[src/rtl/dram_pkg.sv]
package dram_pkg;
    typedef enum logic [2:0] {
        ST_IDLE,
        ST_ROW_OPEN,
        ST_COL_ACCESS,
        ST_PRECHARGE,
        ST_REFRESH
    } ctrl_state_t;
endpackage

[src/rtl/dram_refresh_timer.sv]
module dram_refresh_timer #(
    parameter int REF_INTERVAL = 1560
) (
    input  logic clk,
    input  logic rst_n,
    input  logic grant,
    output logic pend
);
    localparam int TW = (REF_INTERVAL > 2) ? $clog2(REF_INTERVAL) : 1;
    localparam logic [TW-1:0] RELOAD = TW'(REF_INTERVAL - 1);

    logic [TW-1:0] tick_cnt;
    logic          expire;

    assign expire = (tick_cnt == '0);

    always_ff @(posedge clk) begin
        if (!rst_n) begin
            tick_cnt <= RELOAD;
            pend     <= 1'b0;
        end else begin
            tick_cnt <= expire ? RELOAD : tick_cnt - 1'b1;
            if (expire)
                pend <= 1'b1;
            else if (grant)
                pend <= 1'b0;
        end
    end

    assert_expire_sets_pend_R6: assert property (@(posedge clk) disable iff (!rst_n)
        expire |=> pend);
    assert_pend_held_R6: assert property (@(posedge clk) disable iff (!rst_n)
        (pend && !grant) |=> pend);
endmodule

[src/rtl/dram_row_counter.sv]
module dram_row_counter #(
    parameter int ROW_W = 11
) (
    input  logic             clk,
    input  logic             rst_n,
    input  logic             adv,
    output logic [ROW_W-1:0] row
);
    localparam logic [ROW_W-1:0] LAST = '1;

    always_ff @(posedge clk) begin
        if (!rst_n)
            row <= '0;
        else if (adv)
            row <= (row == LAST) ? '0 : row + 1'b1;
    end

    assert_row_wrap_R7: assert property (@(posedge clk) disable iff (!rst_n)
        (adv && row == LAST) |=> (row == '0));
    assert_row_hold_R7: assert property (@(posedge clk) disable iff (!rst_n)
        !adv |=> $stable(row));
endmodule

[src/rtl/dram_ctrl.sv]
module dram_ctrl
    import dram_pkg::*;
#(
    parameter int ROW_W        = 11,
    parameter int COL_W        = 11,
    parameter int DATA_W       = 4,
    parameter int T_RCD        = 3,
    parameter int T_CAS        = 2,
    parameter int T_RP         = 3,
    parameter int T_REF        = 5,
    parameter int REF_INTERVAL = 1560
) (
    input  logic                   clk,
    input  logic                   rst_n,
    input  logic                   host_req,
    input  logic                   host_we,
    input  logic [ROW_W+COL_W-1:0] host_addr,
    input  logic [DATA_W-1:0]      host_wdata,
    output logic                   host_ack,
    output logic                   host_rvalid,
    output logic [DATA_W-1:0]      host_rdata,
    output logic [ROW_W-1:0]       mem_addr,
    output logic                   mem_ras_n,
    output logic                   mem_cas_n,
    output logic                   mem_we_n,
    output logic [DATA_W-1:0]      mem_dq_out,
    output logic                   mem_dq_oe,
    input  logic [DATA_W-1:0]      mem_dq_in
);
    localparam int T_A   = (T_RCD > T_CAS) ? T_RCD : T_CAS;
    localparam int T_B   = (T_RP > T_REF) ? T_RP : T_REF;
    localparam int T_MAX = (T_A > T_B) ? T_A : T_B;
    localparam int CNT_W = $clog2(T_MAX + 1);
    localparam logic [CNT_W-1:0] LD_RCD = CNT_W'(T_RCD - 1);
    localparam logic [CNT_W-1:0] LD_CAS = CNT_W'(T_CAS - 1);
    localparam logic [CNT_W-1:0] LD_RP  = CNT_W'(T_RP - 1);
    localparam logic [CNT_W-1:0] LD_REF = CNT_W'(T_REF - 1);

    ctrl_state_t state, state_nx;
    logic [CNT_W-1:0]  cnt, cnt_nx;
    logic              ref_pend, ref_grant, row_adv, phase_end, accept;
    logic [ROW_W-1:0]  ref_row, lat_row;
    logic [COL_W-1:0]  lat_col;
    logic              lat_we;
    logic [DATA_W-1:0] lat_wdata;

    dram_refresh_timer #(.REF_INTERVAL(REF_INTERVAL)) u_timer (
        .clk(clk), .rst_n(rst_n), .grant(ref_grant), .pend(ref_pend));

    dram_row_counter #(.ROW_W(ROW_W)) u_rowcnt (
        .clk(clk), .rst_n(rst_n), .adv(row_adv), .row(ref_row));

    assign phase_end = (cnt == '0);
    assign ref_grant = (state == ST_IDLE) && ref_pend;
    assign accept    = (state == ST_IDLE) && !ref_pend && host_req;
    assign row_adv   = (state == ST_REFRESH) && phase_end;

    // next-state logic
    always_comb begin
        state_nx = state;
        cnt_nx   = phase_end ? cnt : cnt - 1'b1;
        unique case (state)
            ST_IDLE: begin
                if (ref_pend) begin
                    state_nx = ST_REFRESH;
                    cnt_nx   = LD_REF;
                end else if (host_req) begin
                    state_nx = ST_ROW_OPEN;
                    cnt_nx   = LD_RCD;
                end
            end
            ST_ROW_OPEN: if (phase_end) begin
                state_nx = ST_COL_ACCESS;
                cnt_nx   = LD_CAS;
            end
            ST_COL_ACCESS: if (phase_end) begin
                state_nx = ST_PRECHARGE;
                cnt_nx   = LD_RP;
            end
            ST_REFRESH: if (phase_end) begin
                state_nx = ST_PRECHARGE;
                cnt_nx   = LD_RP;
            end
            ST_PRECHARGE: if (phase_end) state_nx = ST_IDLE;
            default: state_nx = ST_IDLE;
        endcase
    end

    // state register and host-side datapath
    always_ff @(posedge clk) begin
        if (!rst_n) begin
            state       <= ST_IDLE;
            cnt         <= '0;
            lat_row     <= '0;
            lat_col     <= '0;
            lat_we      <= 1'b0;
            lat_wdata   <= '0;
            host_ack    <= 1'b0;
            host_rvalid <= 1'b0;
            host_rdata  <= '0;
        end else begin
            state       <= state_nx;
            cnt         <= cnt_nx;
            host_ack    <= 1'b0;
            host_rvalid <= 1'b0;
            if (accept) begin
                lat_row   <= host_addr[ROW_W+COL_W-1:COL_W];
                lat_col   <= host_addr[COL_W-1:0];
                lat_we    <= host_we;
                lat_wdata <= host_wdata;
            end
            if (state == ST_COL_ACCESS && phase_end) begin
                host_ack <= 1'b1;
                if (!lat_we) begin
                    host_rvalid <= 1'b1;
                    host_rdata  <= mem_dq_in;
                end
            end
        end
    end

    // device pin outputs
    always_comb begin
        mem_ras_n  = 1'b1;
        mem_cas_n  = 1'b1;
        mem_we_n   = 1'b1;
        mem_dq_oe  = 1'b0;
        mem_dq_out = lat_wdata;
        mem_addr   = lat_row;
        unique case (state)
            ST_ROW_OPEN: mem_ras_n = 1'b0;
            ST_COL_ACCESS: begin
                mem_ras_n = 1'b0;
                mem_cas_n = 1'b0;
                mem_we_n  = !lat_we;
                mem_dq_oe = lat_we;
                mem_addr  = ROW_W'(lat_col);
            end
            ST_REFRESH: begin
                mem_ras_n = 1'b0;
                mem_addr  = ref_row;
            end
            default: ;
        endcase
    end

    assert_cas_inside_ras_R3: assert property (@(posedge clk) disable iff (!rst_n)
        !mem_cas_n |-> !mem_ras_n);
    assert_ack_single_R5: assert property (@(posedge clk) disable iff (!rst_n)
        host_ack |=> !host_ack);
    assert_rvalid_with_ack_R5: assert property (@(posedge clk) disable iff (!rst_n)
        host_rvalid |-> host_ack);
    assert_refresh_first_R8: assert property (@(posedge clk) disable iff (!rst_n)
        (state == ST_IDLE && ref_pend) |=> (state == ST_REFRESH));
    assert_no_ack_in_refresh_R8: assert property (@(posedge clk) disable iff (!rst_n)
        (state == ST_REFRESH) |-> !host_ack);
    assert_addr_held_R2: assert property (@(posedge clk) disable iff (!rst_n)
        (state == ST_COL_ACCESS && !phase_end) |=> $stable(mem_addr));
endmodule

[config.mk]
export PLATFORM = sky130hd
export DESIGN_NAME = dram_ctrl
export DESIGN_NICKNAME = d
export VERILOG_FILES = /design/src/rtl/dram_pkg.sv /design/src/rtl/dram_refresh_timer.sv /design/src/rtl/dram_row_counter.sv /design/src/rtl/dram_ctrl.sv
export SDC_FILE = /design/constraint.sdc
export NUM_CORES = 1
export LEC_CHECK = 0
export ABC_AREA = 0
export BUFFER_PORTS_ARGS = -buffer_cell sky130_fd_sc_hd__buf_2
export CORE_MARGIN = 2
export CORE_UTILIZATION = 40
export CTS_CLUSTER_DIAMETER = 120
export CTS_CLUSTER_SIZE = 16
export DETAILED_ROUTE_END_ITERATION = 6
export SETUP_SLACK_MARGIN = 0.1
export SLEW_MARGIN = 20
export SYNTH_ARGS = -nofsm -noshare
export SYNTH_HDL_FRONTEND = slang
export SYNTH_SLANG_ARGS = --single-unit
export TNS_END_PERCENT = 50
[constraint.sdc]
create_clock -name clk -period 5.4 [get_ports clk]
set_input_delay 0.27 -clock clk [delete_from_list [all_inputs] [get_ports clk]]
set_output_delay 0.27 -clock clk [all_outputs]
set_load 0.05 [all_outputs]
==> results of run 1 <==
-- registers in the layout (all words and copies together), names as in the netlist --
name	cells
u_rowcnt.row	11
host_rvalid	1
state	3
u_timer.pend	1
cnt	3
lat_col	11
u_timer.tick_cnt	11
mem_dq_out	4
host_rdata	4
lat_we	1
lat_row	11
host_ack	1
-- power groups by stage --
stage | clock network, mW | registers, mW | logic [mW]
after floorplan | 0 | 0.598 | 0.636
after global placement | 0 | 0.593 | 0.781
after detailed placement | 0 | 0.594 | 0.787
after CTS | 0.462 | 0.584 | 0.791
after global routing | 0.482 | 0.595 | 0.851
final | 0.447 | 0.586 | 0.784
-- cells in the mapped netlist, drive strengths merged (2+ instances only) --
library cell / instances
dfxtp: 62
nand4: 3
xor2: 3
nand3: 7
or3b: 2
mux2i: 7
o21ai: 4
clkbuf: 13
nand3b: 4
or3: 2
buf: 6
nand2b: 5
a21oi: 36
inv: 10
nor3: 13
a22oi: 2
xnor2: 11
o21a: 4
nor3b: 3
nand2: 74
ha: 7
o22a: 22
nor4: 6
and2: 3
nor2: 29
-- worst max-delay path, delay by kind of cell, from the launching register on --
family,cells,cell delay (ps)
AO/OA/AOI/OAI,2,1230
AND/OR/NAND/NOR,1,450
buffers and inverters,1,260
flip-flops,1,600
-- per-layer routing --
| layer | share of wire | vias to the layer above | routed length, µm |
|---|---|---|---|
| met4 | 0.014 | 0 | 93 |
| li1 | - | 1319 | - |
| met1 | 0.49 | 1152 | 3377 |
| met3 | 0.053 | 9 | 362 |
| met2 | 0.44 | 59 | 2999 |
| met5 | 0 | - | 0 |
-- per-stage QoR --
step                      setup slack (ps)  instance area, µm²
after floorplan                       3392                2914
after global placement                2723                3238
after detailed placement              2615                3238
after CTS                             2225                3453
after global routing                  1990                3453
final                                 2246                3453
-- kinds of logic after synthesis --
| logic type | Yosys count | share of synthesized area |
|---|---|---|
| DFF | 62 | 0.4259 |
| muxes | 7 | 0.02405 |
| and+or+nand+nor | 156 | 0.2585 |
| adders and majority gates | 7 | 0.03005 |
| xor gates and xnor gates | 14 | 0.04208 |
| AOI/OAI and AO/OA | 75 | 0.1717 |
| buffers and inverters | 30 | 0.04766 |
-- cell type report --
type	count	area, µm²	share of cell area
timing repair buffer	59	297.8	0.08623
sequential	62	1241	0.3594
inverter	11	41.29	0.01196
tap	99	123.9	0.03587
clock buffer	12	145.1	0.04203
multi-input combinational	259	1534	0.4442
clock inverter	4	70.07	0.02029
-- worst min-delay path by stage --
stage	cells past startpoint	slack, ps	from	to
global route	3	150	host_wdata[2]	mem_dq_out[2]
detailed placement	1	420	u_timer.tick_cnt[0]	u_timer.tick_cnt[0]
floorplan	1	390	u_timer.tick_cnt[0]	u_timer.tick_cnt[0]
CTS	3	140	host_wdata[2]	mem_dq_out[2]
finish	3	170	host_wdata[2]	mem_dq_out[2]
global placement	1	420	u_timer.tick_cnt[0]	u_timer.tick_cnt[0]
==> results.cfg, run 1 <==
[drt]
iteration_count_of_the_initial_detailed_routing_pass = 4
drcViolationCount = 0
routed_wl_um = 6833
viasPerCell = 5.018
dr_total_vias = 2539
dr.first_iter.drc_count = 225
ant_nets = 0
wl_per_cell_um = 13.50

[global_route]
grt_util_all_layers = 0.1806
grtUsageMet3 = 0.05633
busiest_layer = met2
antenna_violations_before_repair = 0
global_route_met2_utilization = 0.2640
pin_count_of_the_biggest_net_entering_global_routing = 41
grt_use_met1 = 0.2521
first_global_vias = 2206
grt_first_pass_wirelength_um = 11030
grt_overflow = 0

[timing]
finalWorstPathRequiredPeriod_ps = 3154
setup_violators_final = 0
max_freq_mhz = 317.0
worst_clock_skew_ps = 6.954
timing.final.max_slew_violations = 0
final_period_utilization = 0.5842
fin_worst_hold_slack_ps = 167.9
timing.setup.tns_ps = 0
timing.max_slew.rel_slack = 0.2788
rsz0062_at_grt = false
worstMarginPinSlew_ps = 1079
timing.final.hold_violations = 0

[logic_synthesis]
synth_largest_area_cell = dfxtp_1
synthesis.instances = 351
yosys.area.top_type_share = 0.4259
synth_flop_cell = dfxtp_1
ranking_of_synthesized_cells_by_area = dfxtp_1 43%, nand2_1 9.5%, o22a_1 6.6%
synthArstFlopShare = 0
synthesis.nets = 392
post_synth.cell_area_avg_um2 = 8.302
synth.cell_area_mm2 = 0.002914
yosys_register_bits = 62
synth-warning-count = 0
synth.distinct_cells = 42
sequential_fraction_of_the_synthesis_area = 0.4259
post_synth_edffs = 0

[power]
share_comb_of_total_power = 0.431
seqPwrFrac = 0.322
leakage_nw = 1.359
post-layout-total-power_mw = 1.817
pwr-share-clk = 0.246
total_internal_power_mw = 1.043
worst_ir_drop_vdd_mv = 0.3378
power.switching_uw = 774.3
power_density_mw_per_mm2 = 526.2
netSwitchingFraction = 0.4261

[critical_path]
cells_along_the_critical_path = nand2b_1 > a21oi_1 > o22a_1 > buf_2
critical_path.startpoint_type = register
worst_ep_arrival_time_ps = 2880
critPathMaxFanout = 16
worst-endpoint-required_ps = 5130
crit_start = state[1]
end_kind = output pin
endpoint = mem_addr[6]
critPathKind = register to output pin
worst_r2r_endpoint = cnt[1]
timing.critical_path.slowest_stage_cell = a21oi_1
reg2regPathDepth = 4
cp_slowest_stage_delay_ps = 960
r2r_start = state[1]
r2r_setup_slack_ps = 2790

[clocking]
inserted_clock_buffers = 9
clock_sinks = 62
clock-root-buffer = clkbuf_8
ctsLongestPathBuffers = 2
number_of_h_tree_levels = 3
post_cts_resized = 0
post-cts-setup-buffers = 0
clock_latency_on_the_worst_skew_pair_ps = 340
tritoncts = built
ctsHoldBuffers = 0
clkTransAtPathRegs_ps = 70

[place]
hpwl_um = 4800
place.detailed.instances = 490
port_buffers = 58
finalWeightedCongestion = 0.8198

[final_layout]
layout_common_cells = 74 x nand2_1, 62 x dfxtp_1, 58 x buf_2, 36 x a21oi_1, 29 x nor2_1
filler_cell_count = 751
nNetsFinal = 443
antenna_cells_inserted = 0
area_growth_pct = 18.51
layout_commonest_cell = nand2_1
final_core_utilization = 0.4839
fraction_of_layout_cells_with_a_size_suffix_above_1 = 0.1966
stdcell_count = 506

[job]
drv.max_cap_violation_count = 0

[floorplanning]
effective_utilization_at_floorplan = 0.4083
fp.dieH_um = 89.35
placeableCoreArea_mm2 = 0.007137
horizontal_die_dimension_um = 89.35
floorplan.rows = 31
dieArea_mm2 = 0.007983
design.portCount = 59

[hold_path]
hold_path.class = input port to register

[status]
run_status = completed
No activity file was read; power rests on OpenSTA's default activity.
==> run 2: changes to the inputs <==
==> constraint.sdc (replaced) <==
create_clock -name clk -period 2.6 [get_ports clk]
set_input_delay 0.13 -clock clk [delete_from_list [all_inputs] [get_ports clk]]
set_output_delay 0.13 -clock clk [all_outputs]
set_load 0.05 [all_outputs]
==> run 2 against run 1 <==
  * Total power increased by 97%
  * Worst hold slack got worse by 140 ps
  * Register-to-register slack got worse by 2300 ps
  * Setup slack worse by 1900 ps
  * Clock skew is 0.71 ps lower
  * Via count grew 0.28%
  * Sequential power increased by 110%
  * Combinational power rose by 110%
  * Global-route usage shrank 0.16 points
  * First-iteration DRC count down 40%
  * Cell count grew 0.79%
  * Critical endpoint is now mem_addr[4]
  * Largest power group unchanged
==> results.cfg, run 2 (synthesized netlist as in run 1, its figures left out) <==
[floorplanning]
floorplan.rows = 31
effective_utilization_at_floorplan = 0.4083
horizontal_die_dimension_um = 89.35
design.portCount = 59
dieArea_mm2 = 0.007983
placeableCoreArea_mm2 = 0.007137
fp.dieH_um = 89.35

[final_layout]
filler_cell_count = 749
stdcell_count = 510
area_growth_pct = 17.99
layout_common_cells = 74 x nand2_1, 62 x dfxtp_1, 58 x buf_2, 36 x a21oi_1, 29 x nor2_1
stdcell_area_mm2 = 0.003438
layout_commonest_cell = nand2_1
nNetsFinal = 449
fraction_of_layout_cells_with_a_size_suffix_above_1 = 0.2044
final_core_utilization = 0.4818
antenna_cells_inserted = 0

[drt]
iteration_count_of_the_initial_detailed_routing_pass = 4
dr.first_iter.drc_count = 136
routed_wl_um = 6700
wl_per_cell_um = 13.14
drcViolationCount = 0
ant_nets = 0
dr_total_vias = 2546
viasPerCell = 4.992

[critical_path]
worst_ep_arrival_time_ps = 2160
end_kind = output pin
r2r_setup_slack_ps = 500
critPathKind = register to output pin
critPathMaxFanout = 16
reg2regPathDepth = 7
timing.critical_path.slowest_stage_cell = dfxtp_1
worst_r2r_endpoint = host_rdata[2]
critical_path.startpoint_type = register
cells_along_the_critical_path = nand2b_1 > a21oi_1 > buf_4 > o22a_1 > buf_2
r2r_start = cnt[0]
worst-endpoint-required_ps = 2470
cp_slowest_stage_delay_ps = 590

[timing]
setup_violators_final = 0
timing.final.max_slew_violations = 0
timing.max_slew.rel_slack = 0.3952
fin_ws_ps = 312.3
fin_worst_hold_slack_ps = 31.08
worst_clock_skew_ps = 6.242
timing.final.hold_violations = 0
max_freq_mhz = 437.1
worstMarginPinSlew_ps = 906.0
rsz0062_at_grt = false
final_period_utilization = 0.8799
timing.setup.tns_ps = 0
finalWorstPathRequiredPeriod_ps = 2288

[global_route]
grt_util_all_layers = 0.1790
grt_first_pass_wirelength_um = 11100
first_global_vias = 2343
grt_overflow = 0
pin_count_of_the_biggest_net_entering_global_routing = 28
antenna_violations_before_repair = 0

[clocking]
number_of_h_tree_levels = 3
post_cts_resized = 0
tritoncts = built
post-cts-setup-buffers = 0
clock_latency_on_the_worst_skew_pair_ps = 330
ctsHoldBuffers = 0
ctsLongestPathBuffers = 2
clock-root-buffer = clkbuf_8
inserted_clock_buffers = 9
clkTransAtPathRegs_ps = 70
clock_sinks = 62

[power]
worst_ir_drop_vdd_mv = 0.6747
leakage_nw = 1.361
post-layout-total-power_mw = 3.577
power_density_mw_per_mm2 = 1040

[hold_path]
hold_path.startpoint = host_addr[21]
worstHoldPathCells = 3
hold_path.class = input port to register
min_delay_worst_endpoint = lat_row[10]

[status]
run_status = completed

[job]
drv.max_cap_violation_count = 0

[place]
place.detailed.instances = 496
finalWeightedCongestion = 0.8032
area_after_detailed_placement_mm2 = 0.003283
hpwl_um = 4828
placement.setup.worst_slack_ps = 504.3
port_buffers = 58
-- run 2: cell count changes in the layout (fill, tap and decap cells not counted), sizes merged --
cell	change
buf	+6
bufinv	-2
-- run 2: where the power goes --
part,switching (mW),internal [mW]
logic,1.11,0.558
registers,0.138,1.08
clock network,0.342,0.359
total,1.58,1.99
-- run 2: metal layers --
layer	GRT usage	wire (µm)	up-vias
met2	0.2747	3012	51
met3	0.04709	275	3
met1	0.2473	3382	1168
met5	0	0	-
met4	0.05292	30	0
li1	-	-	1324
-- run 2: worst max-delay path by stage --
stage	from	end	slack, ps	depth (start not counted)
floorplan	state[2]	mem_dq_oe	730	6
global placement	cnt[0]	host_rdata[2]	530	7
detailed placement	cnt[0]	host_rdata[2]	500	7
CTS	state[1]	mem_addr[4]	340	5
global route	state[1]	mem_addr[8]	140	5
finish	state[1]	mem_addr[4]	310	5
-- run 2: area by class of cell --
cell class                 instances  area, µm²  share of cell area
tap                               99      123.9             0.03603
multi-input combinational        259       1534              0.4461
timing repair buffer              65      342.8             0.09971
inverter                          11      41.29             0.01201
sequential                        62       1241              0.3610
clock buffer                      12      145.1             0.04221
clock inverter                     2      10.01            0.002911
-- run 2: critical path, delay by kind of cell (launching register included) --
family                 cells  cell delay [ps]
and+or+nand+nor            1              470
DFF                        1              590
AOI/OAI and AO/OA          2              330
buffers and inverters      2              440
